**config.mk**
```make
export PLATFORM = sky130hd
export DESIGN_NAME = colmem_spi_top
export DESIGN_NICKNAME = d
export VERILOG_FILES = /design/src/rtl/colmem_pkg.sv /design/src/rtl/spi_in_sync.sv /design/src/rtl/spi_frame_rx.sv /design/src/rtl/col_mem_bank.sv /design/src/rtl/colmem_spi_top.sv
export SDC_FILE = /design/constraint.sdc
export NUM_CORES = 1
export LEC_CHECK = 0
export BUFFER_PORTS_ARGS = -buffer_cell sky130_fd_sc_hd__buf_2
export CAP_MARGIN = 10
export CORE_MARGIN = 4
export CORE_UTILIZATION = 50
export DETAILED_ROUTE_END_ITERATION = 12
export PLACE_DENSITY = 0.68
export SYNTH_ARGS = -nofsm -noshare
export SYNTH_HDL_FRONTEND = slang
export SYNTH_HIERARCHICAL = 1
export SYNTH_SLANG_ARGS = --single-unit
export TNS_END_PERCENT = 50
```
**constraint.sdc**
```tcl
create_clock -name clk_i -period 5.3 [get_ports clk_i]
set_input_delay 1.06 -clock clk_i [delete_from_list [all_inputs] [get_ports clk_i]]
set_output_delay 1.06 -clock clk_i [all_outputs]
set_load 0.01 [all_outputs]
```
**src/rtl/colmem_pkg.sv**
```systemverilog
package colmem_pkg;
  localparam int unsigned COL_W_DEF  = 64;
  localparam int unsigned CMD_W_DEF  = 8;
  localparam int unsigned GROUPS_DEF = 2;

  typedef struct packed {
    logic level;
    logic rise;
    logic fall;
  } edge_t;
endpackage

```
**src/rtl/spi_in_sync.sv**
```systemverilog
module spi_in_sync #(
  parameter int unsigned STAGES  = 2,
  parameter logic        RST_VAL = 1'b0
) (
  input  logic              clk_i,
  input  logic              rst_ni,
  input  logic              d_i,
  output colmem_pkg::edge_t e_o
);
  logic [STAGES-1:0] sync_q;
  logic              prev_q;

  always_ff @(posedge clk_i or negedge rst_ni) begin
    if (!rst_ni) begin
      sync_q <= {STAGES{RST_VAL}};
      prev_q <= RST_VAL;
    end else begin
      sync_q <= {sync_q[STAGES-2:0], d_i};
      prev_q <= sync_q[STAGES-1];
    end
  end

  assign e_o.level = sync_q[STAGES-1];
  assign e_o.rise  = sync_q[STAGES-1] & ~prev_q;
  assign e_o.fall  = ~sync_q[STAGES-1] & prev_q;
endmodule

```
**src/rtl/spi_frame_rx.sv**
```systemverilog
module spi_frame_rx #(
  parameter int unsigned CMD_W   = 8,
  parameter int unsigned COL_W   = 64,
  localparam int unsigned FRAME_W = CMD_W + COL_W,
  localparam int unsigned CNT_W   = $clog2(FRAME_W + 2)
) (
  input  logic               clk_i,
  input  logic               rst_ni,
  input  colmem_pkg::edge_t  sclk_e_i,
  input  colmem_pkg::edge_t  csn_e_i,
  input  logic               mosi_i,
  input  logic [FRAME_W-1:0] rb_word_i,
  output logic [FRAME_W-1:0] rx_word_o,
  output logic               frame_ok_o,
  output logic               miso_o
);
  localparam logic [CNT_W-1:0] CNT_FULL = CNT_W'(FRAME_W);
  localparam logic [CNT_W-1:0] CNT_SAT  = CNT_W'(FRAME_W + 1);

  logic [CNT_W-1:0]   cnt_q;
  logic [FRAME_W-1:0] rx_q;
  logic [FRAME_W-1:0] tx_q;

  always_ff @(posedge clk_i or negedge rst_ni) begin
    if (!rst_ni) begin
      cnt_q <= '0;
      rx_q  <= '0;
      tx_q  <= '0;
    end else if (csn_e_i.fall) begin
      cnt_q <= '0;
      tx_q  <= rb_word_i;
    end else if (!csn_e_i.level) begin
      if (sclk_e_i.rise) begin
        rx_q <= {rx_q[FRAME_W-2:0], mosi_i};
        // saturate one past full so long frames never alias to valid
        if (cnt_q != CNT_SAT) cnt_q <= cnt_q + 1'b1;
      end
      if (sclk_e_i.fall) tx_q <= {tx_q[FRAME_W-2:0], 1'b0};
    end
  end

  assign rx_word_o  = rx_q;
  assign frame_ok_o = (cnt_q == CNT_FULL);
  assign miso_o     = tx_q[FRAME_W-1] & ~csn_e_i.level;
endmodule

```
**src/rtl/col_mem_bank.sv**
```systemverilog
module col_mem_bank #(
  parameter int unsigned CMD_W   = 8,
  parameter int unsigned COL_W   = 64,
  parameter int unsigned GROUPS  = 2,
  localparam int unsigned FRAME_W = CMD_W + COL_W,
  localparam int unsigned GRP_W   = COL_W / GROUPS
) (
  input  logic               clk_i,
  input  logic               rst_ni,
  input  colmem_pkg::edge_t  csn_e_i,
  input  logic               frame_ok_i,
  input  logic [FRAME_W-1:0] rx_word_i,
  output logic [COL_W-1:0]   col_on_o,
  output logic [CMD_W-1:0]   cmd_o,
  output logic [FRAME_W-1:0] rb_word_o
);
  logic             blank_q;
  logic             commit;
  logic [CMD_W-1:0] cmd_q;

  assign commit = csn_e_i.rise & frame_ok_i;

  // blank and memory change on the same edge: no stale-data cycle
  always_ff @(posedge clk_i or negedge rst_ni) begin
    if (!rst_ni)              blank_q <= 1'b0;
    else if (csn_e_i.fall)    blank_q <= 1'b1;
    else if (csn_e_i.rise)    blank_q <= 1'b0;
  end

  always_ff @(posedge clk_i or negedge rst_ni) begin
    if (!rst_ni)     cmd_q <= '0;
    else if (commit) cmd_q <= rx_word_i[FRAME_W-1 -: CMD_W];
  end

  for (genvar g = 0; g < GROUPS; g++) begin : g_grp
    logic [GRP_W-1:0] mem_q;
    always_ff @(posedge clk_i or negedge rst_ni) begin
      if (!rst_ni)     mem_q <= '0;
      else if (commit) mem_q <= rx_word_i[g*GRP_W +: GRP_W];
    end
    assign col_on_o[g*GRP_W +: GRP_W]  = blank_q ? '0 : mem_q;
    assign rb_word_o[g*GRP_W +: GRP_W] = mem_q;
  end

  assign rb_word_o[FRAME_W-1 -: CMD_W] = cmd_q;
  assign cmd_o = cmd_q;
endmodule

```
**src/rtl/colmem_spi_top.sv**
```systemverilog
module colmem_spi_top #(
  parameter int unsigned COL_W       = colmem_pkg::COL_W_DEF,
  parameter int unsigned CMD_W       = colmem_pkg::CMD_W_DEF,
  parameter int unsigned COL_GROUPS  = colmem_pkg::GROUPS_DEF,
  parameter int unsigned SYNC_STAGES = 2
) (
  input  logic             clk_i,
  input  logic             rst_ni,
  input  logic             spi_sclk_i,
  input  logic             spi_csn_i,
  input  logic             spi_mosi_i,
  output logic             spi_miso_o,
  output logic [COL_W-1:0] col_on_o,
  output logic [CMD_W-1:0] cmd_o
);
  localparam int unsigned FRAME_W = CMD_W + COL_W;

  colmem_pkg::edge_t  sclk_e, csn_e, mosi_e;
  logic [FRAME_W-1:0] rx_word;
  logic [FRAME_W-1:0] rb_word;
  logic               frame_ok;

  spi_in_sync #(.STAGES(SYNC_STAGES), .RST_VAL(1'b0)) u_sync_sclk (
    .clk_i(clk_i), .rst_ni(rst_ni), .d_i(spi_sclk_i), .e_o(sclk_e));
  spi_in_sync #(.STAGES(SYNC_STAGES), .RST_VAL(1'b1)) u_sync_csn (
    .clk_i(clk_i), .rst_ni(rst_ni), .d_i(spi_csn_i), .e_o(csn_e));
  spi_in_sync #(.STAGES(SYNC_STAGES), .RST_VAL(1'b0)) u_sync_mosi (
    .clk_i(clk_i), .rst_ni(rst_ni), .d_i(spi_mosi_i), .e_o(mosi_e));

  spi_frame_rx #(.CMD_W(CMD_W), .COL_W(COL_W)) u_rx (
    .clk_i(clk_i), .rst_ni(rst_ni), .sclk_e_i(sclk_e), .csn_e_i(csn_e),
    .mosi_i(mosi_e.level), .rb_word_i(rb_word), .rx_word_o(rx_word),
    .frame_ok_o(frame_ok), .miso_o(spi_miso_o));

  col_mem_bank #(.CMD_W(CMD_W), .COL_W(COL_W), .GROUPS(COL_GROUPS)) u_mem (
    .clk_i(clk_i), .rst_ni(rst_ni), .csn_e_i(csn_e), .frame_ok_i(frame_ok),
    .rx_word_i(rx_word), .col_on_o(col_on_o), .cmd_o(cmd_o), .rb_word_o(rb_word));
endmodule

```
Word level (Yosys, flattened, before mapping):

Cells that the tools add are included.

* reductions and logical operators: 7
* add/subtract/negate cells: 1
* bitwise operators: 11
* mux-type cells: 11
* equality and inequality tests: 3

Operators by type and width (number)
* two-way mux 72 bit: 3
* two-way mux 32 bit: 2
* two-way mux 7 bit: 4
* nonzero test 2 bit: 4
* adder 7 x 1 -> 7 bit (second input constant): 1
* equality test 7 bit (second input constant): 1
* != test 7 bit (second input constant): 1
* bitwise AND 1 bit: 6
* AND reduction 3 bit: 2
* inverter 1 bit: 5
* two-way mux 1 bit: 2
* != test 2 bit (second input constant): 1
* AND reduction 2 bit: 1

* input port bits: 5
* bits in registers: 232
* output and inout port bits: 73
* word-level logic and storage cells: 45

Depth between registers and ports, before layout:

Gate-level depths: netlist of run 1.

* depth in word-level cells: 5
* depth in mapped cells: 6
* mapped depth without buffers: 5

By module:

The synthesis of run 1 kept the hierarchy.

Modules (own cells, without submodules)
* spi_frame_rx: seq. area each 3778.6 µm², area an instance 6408.6 µm², times used 1, cells an instance 509
* col_mem_bank: seq. area each 1826.8 µm², area an instance 3266.9 µm², times used 1, cells an instance 234
* spi_in_sync at u_sync_mosi ...: seq. area each 75.1 µm², area an instance 97.6 µm², times used 2, cells an instance 6
* spi_in_sync at u_sync_csn: seq. area each 78.8 µm², area an instance 101.3 µm², times used 1, cells an instance 6

Least setup slack after synthesis of run 1:

Ideal clock, no wire load.

* path kind: register to output
* start: reg u_mem.blank_q
* end: out col_on_o[0]
* path slack: 3330 ps
* cell stages (with the launch flop): 4
* path buffers: 2
* required time: 4240 ps
* arrival time: 910 ps
* path through: dfrtp_1 buf_2 clkbuf_1 nor2b_1

* cells in the longest elaborated chain, start to end: 1

Ends and longest elaborated chain
* from (decl): line col_mem_bank.sv:17 `logic blank_q;`
* from (signal assigned): line col_mem_bank.sv:25 `if (!rst_ni) blank_q <= 1'b0;`
* from (signal assigned): line col_mem_bank.sv:26 `else if (csn_e_i.fall) blank_q <= 1'b1;`
* from (signal assigned): line col_mem_bank.sv:27 `else if (csn_e_i.rise) blank_q <= 1'b0;`
* two-way mux 32 bit: line col_mem_bank.sv:41 `assign col_on_o[g*GRP_W +: GRP_W] = blank_q ? '0 : mem_q;`
* to (decl): line colmem_spi_top.sv:13 `output logic [COL_W-1:0] col_on_o,`

No other way between the ends.

Worst setup path in the final report of run 1:

* start: reg u_mem.blank_q
* end: out col_on_o[62]

Same word-level chain as after synthesis.

==> impl_metrics.tcl, run 1 <==
set metrics [dict create \
    cts.sinks 232 \
    gp_congestion 0.716 \
    post_cts.repair.setup_buffers 0 \
    report.final.setup_viol 0 \
    initialDrtViolationCount 272 \
    route.detailed.vias_per_inst 5.14 \
    cp_launch_type "register" \
    post_cts_resized 0 \
    drc 0 \
    hold_violations 0 \
    die_width_um 149 \
    floorplan.die_area_um2 22200 \
    num-nets-final 818 \
    achievable-frequency_mhz 327 \
    internal_power_uw 2950 \
    route.vias.total 5618 \
    ios 78 \
    power_density_nw_per_um2 333 \
    maximum_number_of_pins_on_one_net_before_global_route_repair 131 \
    grt.total_usage 0.159 \
    min_period_over_period 0.577 \
    worstMarginPinSlew_ns 1.19 \
    antenna_found_initial 0 \
    total_number_of_placement_rows 51 \
    cp_data_arrival_time_ns 2.00 \
    cts-root-to-sink-buffers 3 \
    sum_neg_setup_slack_ns 0 \
    cells_after_synth 757 \
    grt_overflow 0 \
    hpwl_detailed_mm 10.8 \
    peakVddDrop_mv 0.210 \
    power.share.switching 0.207 \
    clock_skew_ns 0.0141 \
    placed_cell_count 1049 \
    htreeDepth 1 \
    first_pass_drt_iterations 4 \
    cts_buffers 24 \
    timing_max_transition_violations_final 0 \
    final_core_utilization 0.574 \
    layout.cells.non_filler 1092 \
    ys.warnings.count 6 \
    critical_path_required_ns 4.24 \
    timing.rr.start "u_sync_csn/sync_q[1]" \
    critical_path_end_type "output port" \
    power.clock.fraction 0.472 \
    placeableCoreArea_um2 19500 \
    chipHeight_um 149 \
    flow.area_growth_from_synthesis_pct 12.5 \
    hold_path_class "register to register" \
    syn_avg_cell_area_um2 13.1 \
    ant_nets 0 \
    wirelength_mm 17.2 \
    total_leakage_power_uw 0.00547 \
    min_period_ns 3.06 \
    fillers 1586 \
    clk_root_buffer_cell "sky130_fd_sc_hd__clkbuf_16" \
    clock_pin_slew_worst_setup_and_hold_paths_ns 0.06 \
    power.share.sequential 0.495 \
    worstSetupStartpoint "u_mem/blank_q" \
    port-buffer-count 77 \
    clk-insertion-delay-late_ns 0.50 \
    worst-path-max-fanout 65 \
    cts-hold-fix-buffers 0 \
    drv_cap 0 \
    fraction_of_final_layout_cells_with_drive_strength_greater_than_1 0.331 \
    max-slew-margin-rel 0.205 \
    antenna_cells 0 \
    grt_pass1_vias 5862 \
    avgRoutedWirePerCell_um 15.7 \
    power_uw 3720 \
    setup.worst_path.class "register to output port" \
    cts_tree "yes" \
    wire_length_of_the_first_global_routing_pass_mm 29.6 \
    status "finished clean" \
    worst_hold_startpoint "u_sync_sclk/sync_q[0]" \
    synthesized_area_um2 9920 \
    power.net_switching_uw 771 \
    syn-num-nets 765 \
    power.combinational.fraction 0.033 \
    floorplan.initialDensity 0.510 \
    rsz_0062_raised_after_global_routing "no" \
]
## cell usage in the layout, fill, tap and decap left out, types with 3 or more instances in the layout
cell type                   instances
sky130_fd_sc_hd__dfrtp_1          228
sky130_fd_sc_hd__mux2_2           133
sky130_fd_sc_hd__buf_2             76
sky130_fd_sc_hd__nand2_1           76
sky130_fd_sc_hd__o21ai_0           74
sky130_fd_sc_hd__mux2i_1           72
sky130_fd_sc_hd__nor2b_1           67
sky130_fd_sc_hd__clkbuf_16         25
sky130_fd_sc_hd__clkbuf_8           7
sky130_fd_sc_hd__buf_4              6
sky130_fd_sc_hd__mux2_4             6
sky130_fd_sc_hd__mux2_1             6
sky130_fd_sc_hd__clkbuf_1           5
sky130_fd_sc_hd__a21oi_1            5
sky130_fd_sc_hd__bufinv_16          3
sky130_fd_sc_hd__inv_1              3
sky130_fd_sc_hd__nand2b_1           3
sky130_fd_sc_hd__ha_1               3
sky130_fd_sc_hd__dfstp_2            3
## power by group through the flow
stage,Sequential [µW],Clock [µW],Combinational (µW)
after detailed placement,1870,0,125
after floorplan,1850,0,94.9
after global placement,1870,0,120
after CTS,1840,1810,126
final,1840,1760,122
after global routing,1850,1890,139
## registers in the layout, indices dropped and copies added (netlist names)
name,count
u_rx/rx_word_o,72
u_mem/cmd_o,8
u_mem/g_grp.mem_q,64
u_mem/blank_q,1
u_rx/tx_q,72
u_rx/cnt_q,7
u_sync_mosi/sync_q,2
u_sync_csn/prev_q,1
u_sync_csn/sync_q,2
u_sync_sclk/sync_q,2
u_sync_sclk/prev_q,1
## path summary, 6_finish.rpt
path / endpoint / slack [ns] / cells past startpoint
setup / recovery: col_on_o[62] / 2.24 / 2
hold / removal: u_sync_sclk/sync_q[1] / 0.35 / 0
setup reg to reg: u_rx/rx_word_o[7] / 2.37 / 4
hold reg to reg: u_sync_sclk/sync_q[1] / 0.35 / 0
max in group asynchronous: u_sync_csn/sync_q[0] / 3.55 / 2
min in group asynchronous: u_mem/g_grp[0].mem_q[10] / 0.66 / 1
## critical path, stage by stage, from the launching register on
cell	delay (ns)
sky130_fd_sc_hd__dfrtp_2	1.16
sky130_fd_sc_hd__nor2b_1	0.14
sky130_fd_sc_hd__buf_2	0.20
## per-stage QoR
step	hold slack (ns)	setup slack, ns	cell area, µm²
2_1_floorplan	0.331	3.33	9920
3_3_place_gp	0.335	2.45	10300
3_5_place_dp	0.339	2.37	10300
4_1_cts	0.344	2.20	11200
5_1_grt	0.354	2.07	11200
6_report	0.348	2.24	11200
## cell type report
| cell class | instances | area (µm²) | share of cell area |
|---|---|---|---|
| clock buffers | 37 | 741 | 0.0663 |
| repair buffers | 83 | 440 | 0.0394 |
| well taps | 265 | 332 | 0.0297 |
| inverters | 3 | 11.3 | 0.00101 |
| clock inverters | 6 | 108 | 0.00964 |
| flip-flops and latches | 232 | 5810 | 0.520 |
| multi-input cells | 466 | 3720 | 0.333 |
## metal layers
metal  vias up  wire length (µm)  track usage
li1       2713                 -            -
met1      2786              8060        0.222
met2        93              8200        0.265
met3        26               651       0.0252
met4         0               246       0.0380
met5         -                 0            0
(Power assumes the default switching activity.)
==> run 2, diff against run 1 <==
PLACE_DENSITY = 0.71   (was 0.68)
clock period = 2.45 ns   (was 5.3 ns; I/O delays follow)
==> run 2 against run 1 <==
- worst setup slack got worse by 2.0 ns
- first-iteration DRC count decreased by 22%
- register-to-register slack got worse by 1.9 ns
- die area unchanged
- sequential share of layout area decreased by 0.68 points
- utilization increased by 0.76 points
- clock skew decreased by 0.0062 ns
- critical path type unchanged
==> impl_metrics.tcl, run 2 (same netlist as run 1, synthesis figures left out) <==
set metrics [dict create \
    status "finished clean" \
    fraction_of_final_layout_cells_with_drive_strength_greater_than_1 0.334 \
    chipHeight_um 149 \
    cts_buffers 25 \
    report.final.setup_viol 0 \
    power_density_nw_per_um2 712 \
    critical_path_required_ns 1.96 \
    route.detailed.vias_per_inst 5.13 \
    grt_overflow 0 \
    layout.cells.non_filler 1100 \
    route.vias.total 5645 \
    setup.worst_path.class "register to output port" \
    power.share.switching 0.207 \
    power.combinational.fraction 0.039 \
    cp_data_arrival_time_ns 1.70 \
    drc 0 \
    ant_nets 0 \
    clock_skew_ns 0.00788 \
    wirelength_mm 17.3 \
    antenna_cells 0 \
    worst_hold_startpoint "spi_mosi_i" \
    internal_power_uw 6380 \
    clock_pin_slew_worst_setup_and_hold_paths_ns 0.06 \
    most_used_cells_in_the_layout_excluding_fill_and_tap_cells "sky130_fd_sc_hd__dfrtp_1, sky130_fd_sc_hd__mux2_2, sky130_fd_sc_hd__buf_2, sky130_fd_sc_hd__nand2_1, sky130_fd_sc_hd__o21ai_0" \
    most_common_cell_after_layout_fill_and_taps_aside "sky130_fd_sc_hd__dfrtp_1" \
    hpwl_detailed_mm 11.0 \
    avgRoutedWirePerCell_um 15.8 \
    grt.total_usage 0.161 \
    peakVddDrop_mv 0.736 \
    grt_pass1_vias 5941 \
    hold_violations 0 \
    ios 78 \
    total_leakage_power_uw 0.00554 \
    min_period_ns 2.19 \
    first_pass_drt_iterations 5 \
    clk_root_buffer_cell "sky130_fd_sc_hd__clkbuf_16" \
    initialDrtViolationCount 211 \
    worstSetupStartpoint "u_mem/blank_q" \
    ff_latch_area_um2 5810 \
    achievable-frequency_mhz 457 \
    sum_neg_setup_slack_ns 0 \
    gp_congestion 0.789 \
    worst-path-max-fanout 52 \
    drv_cap 0 \
    hold_path_class "input port to register" \
    port-buffer-count 77 \
    timing_max_transition_violations_final 0 \
    antenna_found_initial 0 \
    total_number_of_placement_rows 51 \
    cts_tree "yes" \
    critical_path_end_type "output port" \
    power.net_switching_uw 1670 \
    htreeDepth 1 \
    max-slew-margin-rel 0.617 \
    min_period_over_period 0.893 \
    clk-insertion-delay-late_ns 0.51 \
    multiInputGateArea_um2 3720 \
    die_width_um 149 \
    fillers 1569 \
    floorplan.initialDensity 0.510 \
    timing.rr.start "u_rx/cnt_q[4]" \
    flow.area_growth_from_synthesis_pct 14.0 \
    cts.sinks 232 \
    placeableCoreArea_um2 19500 \
    rsz_0062_raised_after_global_routing "no" \
    maximum_number_of_pins_on_one_net_before_global_route_repair 155 \
    wire_length_of_the_first_global_routing_pass_mm 29.9 \
    num-nets-final 825 \
    placed_cell_count 1054 \
    cts-root-to-sink-buffers 3 \
    floorplan.die_area_um2 22200 \
    post_cts.repair.setup_buffers 0 \
    worstMarginPinSlew_ns 0.575 \
    power.share.sequential 0.491 \
    cp_launch_type "register" \
    power.clock.fraction 0.470 \
]
[run 2: final timing paths]
path / end / slack (ns) / depth (start not counted)
max reg2reg: u_mem/g_grp[0].mem_q[6] / 0.45 / 5
max: col_on_o[52] / 0.26 / 3
max in group asynchronous: u_rx/tx_q[63] / 1.24 / 3
min reg2reg: u_sync_sclk/sync_q[1] / 0.34 / 0
min in group asynchronous: u_rx/tx_q[14] / 0.49 / 2
min: u_sync_mosi/sync_q[0] / 0.1 / 1
[run 2: area by class of cell]
type | instances | area share
clock inverters | 7 | 0.0101
inverters | 3 | 0.000995
multi-input cells | 466 | 0.329
repair buffers | 89 | 0.0520
clock buffers | 38 | 0.0649
flip-flops and latches | 232 | 0.514
well taps | 265 | 0.0293
[run 2: power by group through the flow]
| stage | Combinational, µW | Clock [µW] | Sequential (µW) |
|---|---|---|---|
| floorplan | 205 | 0 | 4000 |
| global placement | 311 | 0 | 4020 |
| detailed placement | 323 | 0 | 4020 |
| CTS | 325 | 3900 | 3950 |
| global route | 355 | 4050 | 3960 |
| finish | 313 | 3790 | 3950 |
[run 2: timing repair]
action,in CTS,in global routing
resized for setup,0,0
hold buffers,1,0
endpoints found under the hold margin,48,0
[run 2: metal layers]
layer | up-vias | share of wire | wire length [µm] | global-route usage
met1 | 2808 | 0.46 | 7980 | 0.218
met4 | 0 | 0.023 | 398 | 0.0449
met3 | 31 | 0.036 | 619 | 0.0304
met2 | 91 | 0.48 | 8340 | 0.268
li1 | 2715 | - | - | -
met5 | - | 0 | 0 | 0
[run 2: metrics by stage]
step | total power (µW) | setup slack, ns | util | hold slack [ns] | cell area (µm²)
after detailed placement | 4350 | 0.470 | 0.537 | 0.335 | 10500
final | 8060 | 0.263 | 0.581 | 0.0980 | 11300
after global placement | 4330 | 0.514 | 0.537 | 0.337 | 10500
after global routing | 8360 | 0.219 | 0.581 | 0.0738 | 11300
after floorplan | 4200 | 0.713 | - | 0.194 | 9920
after CTS | 8180 | 0.292 | 0.581 | 0.0771 | 11300
[run 2: critical path, cell delays in order (launching register included)]
cell	delay, ns
sky130_fd_sc_hd__dfrtp_2	0.52
sky130_fd_sc_hd__buf_12	0.22
sky130_fd_sc_hd__nor2b_1	0.22
sky130_fd_sc_hd__buf_2	0.17
==> run 3, diff against run 2 <==
ABC_AREA = 1   (was unset)
==> run 3 against run 2 <==
- die area is 6.2% higher
- critical path depth stayed put
- routed wire length is 25% higher
- sequential share of layout area is 1.9 points lower
- maximum frequency is 1.9% lower
- critical endpoint is now col_on_o[6]
- largest power group unchanged
==> impl_metrics.tcl, run 3 <==
set metrics [dict create \
    post_cts.repair.setup_buffers 0 \
    htreeDepth 1 \
    most_used_cells_in_the_layout_excluding_fill_and_tap_cells "sky130_fd_sc_hd__nand2_1, sky130_fd_sc_hd__dfrtp_1, sky130_fd_sc_hd__nand3_1" \
    min_period_over_period 0.910 \
    hold_violations 0 \
    design_area_um2 11800 \
    power.share.sequential 0.510 \
    floorplan.initialDensity 0.516 \
    grt_pass1_vias 7655 \
    ys.warnings.count 6 \
    antenna_found_initial 0 \
    wirelength_mm 21.7 \
    initialDrtViolationCount 657 \
    gp_congestion 0.769 \
    route.vias.total 7784 \
    fillers 1865 \
    die_width_um 153 \
    endpoint "col_on_o[6]" \
    fin_ws_ns 0.220 \
    cp_data_arrival_time_ns 1.74 \
    antenna_cells 0 \
    status "finished clean" \
    route.detailed.vias_per_inst 5.10 \
    peakVddDrop_mv 0.478 \
    path_depth_of_the_worst_reg2reg_path 5 \
    hold_path_class "input port to register" \
    max-slew-margin-rel 0.461 \
    worstReg2RegEnd "u_rx/tx_q[45]" \
    timing_max_transition_violations_final 0 \
    syn-num-nets 1209 \
    timing.hold.ws_ns 0.0852 \
    critical_path_end_type "output port" \
    power.combinational.fraction 0.072 \
    cts-hold-fix-buffers 1 \
    pre_cts_slack_ns 0.576 \
    worstSetupStartpoint "u_mem/blank_q" \
    final_core_utilization 0.574 \
    clk-insertion-delay-late_ns 0.50 \
    hpwl_detailed_mm 13.5 \
    drc 0 \
    grt.total_usage 0.188 \
    port-buffer-count 77 \
    cts_buffers 25 \
    num-nets-final 1247 \
    worst-path-max-fanout 38 \
    placement.cell_area_um2 10900 \
    setup.worst_path.class "register to output port" \
    multiInputGateArea_um2 3730 \
    clock_pin_slew_worst_setup_and_hold_paths_ns 0.06 \
    synthesized_area_um2 10600 \
    placeableCoreArea_um2 20500 \
    flow.area_growth_from_synthesis_pct 11.2 \
    fraction_of_final_layout_cells_with_drive_strength_greater_than_1 0.172 \
    cts.sinks 232 \
    ant_nets 0 \
    most_common_cell_after_layout_fill_and_taps_aside "sky130_fd_sc_hd__nand2_1" \
    worstMarginPinSlew_ns 0.809 \
    syn_avg_cell_area_um2 8.80 \
    cells_after_synth 1201 \
    total_number_of_placement_rows 52 \
    ios 78 \
    achievable-frequency_mhz 448 \
    critical_path_required_ns 1.96 \
    cts_tree "yes" \
    rsz_0062_raised_after_global_routing "no" \
    internal_power_uw 6600 \
    power.clock.fraction 0.418 \
    cts-root-to-sink-buffers 3 \
    ff2ff_setup_slack_ns 0.54 \
    ff_latch_area_um2 5810 \
    avgRoutedWirePerCell_um 14.2 \
    post_cts_resized 0 \
    chipHeight_um 153 \
    power.net_switching_uw 2180 \
    power.share.switching 0.248 \
    clock_skew_ns 0.00828 \
    grt_overflow 0 \
    first_pass_drt_iterations 5 \
    maximum_number_of_pins_on_one_net_before_global_route_repair 79 \
    wire_length_of_the_first_global_routing_pass_mm 37.9 \
    clk_root_buffer_cell "sky130_fd_sc_hd__clkbuf_16" \
    total_leakage_power_uw 0.00601 \
    power_density_nw_per_um2 747 \
    min_period_ns 2.23 \
    sum_neg_setup_slack_ns 0 \
    floorplan.die_area_um2 23500 \
    timing.rr.start "u_sync_csn/sync_q[1]" \
    cp_launch_type "register" \
    report.final.setup_viol 0 \
    drv_cap 0 \
]
run 3: final cells by class:
class | instances | share of cell area
Tap cell | 270 | 0.0287
Multi-Input combinational cell | 768 | 0.317
Clock inverter | 3 | 0.00372
Inverter | 114 | 0.0364
Clock buffer | 42 | 0.0654
Timing Repair Buffer | 98 | 0.0547
Sequential cell | 232 | 0.494
run 3: worst min-delay path by stage:
stage | startpoint | endpoint | slack [ns] | cells past startpoint
detailed placement | u_sync_csn/sync_q[0] | u_sync_csn/sync_q[1] | 0.35 | 0
CTS | spi_sclk_i | u_sync_sclk/sync_q[0] | 0.07 | 1
finish | spi_sclk_i | u_sync_sclk/sync_q[0] | 0.09 | 1
floorplan | rst_ni | u_mem/blank_q | 0.19 | 0
global placement | u_sync_csn/sync_q[0] | u_sync_csn/sync_q[1] | 0.35 | 0
global route | spi_sclk_i | u_sync_sclk/sync_q[0] | 0.07 | 1
run 3: critical path, stage by stage, from the launching register on:
cell,delay [ns]
sky130_fd_sc_hd__dfrtp_2,0.73
sky130_fd_sc_hd__buf_12,0.27
sky130_fd_sc_hd__nor2_1,0.07
sky130_fd_sc_hd__buf_2,0.14
run 3: power groups by stage:
stage	Sequential [µW]	Clock, µW	Combinational (µW)
after global placement	4530	0	616
after global routing	4520	3940	750
after floorplan	4460	0	476
after detailed placement	4540	0	641
after CTS	4480	3750	649
final	4480	3670	636
run 3: through the flow:
stage	total power, µW	instances
6_report	8780	1527
5_1_grt	9210	1527
4_1_cts	8880	1527
3_5_place_dp	5180	1481
3_3_place_gp	5150	1481
2_1_floorplan	4940	1201
run 3: per-layer routing:
metal	part of all wire	up-vias	GRT usage
li1	-	3846	-
met1	0.48	3735	0.276
met2	0.46	170	0.300
met3	0.045	33	0.0243
met4	0.019	0	0.0479
met5	0	-	0
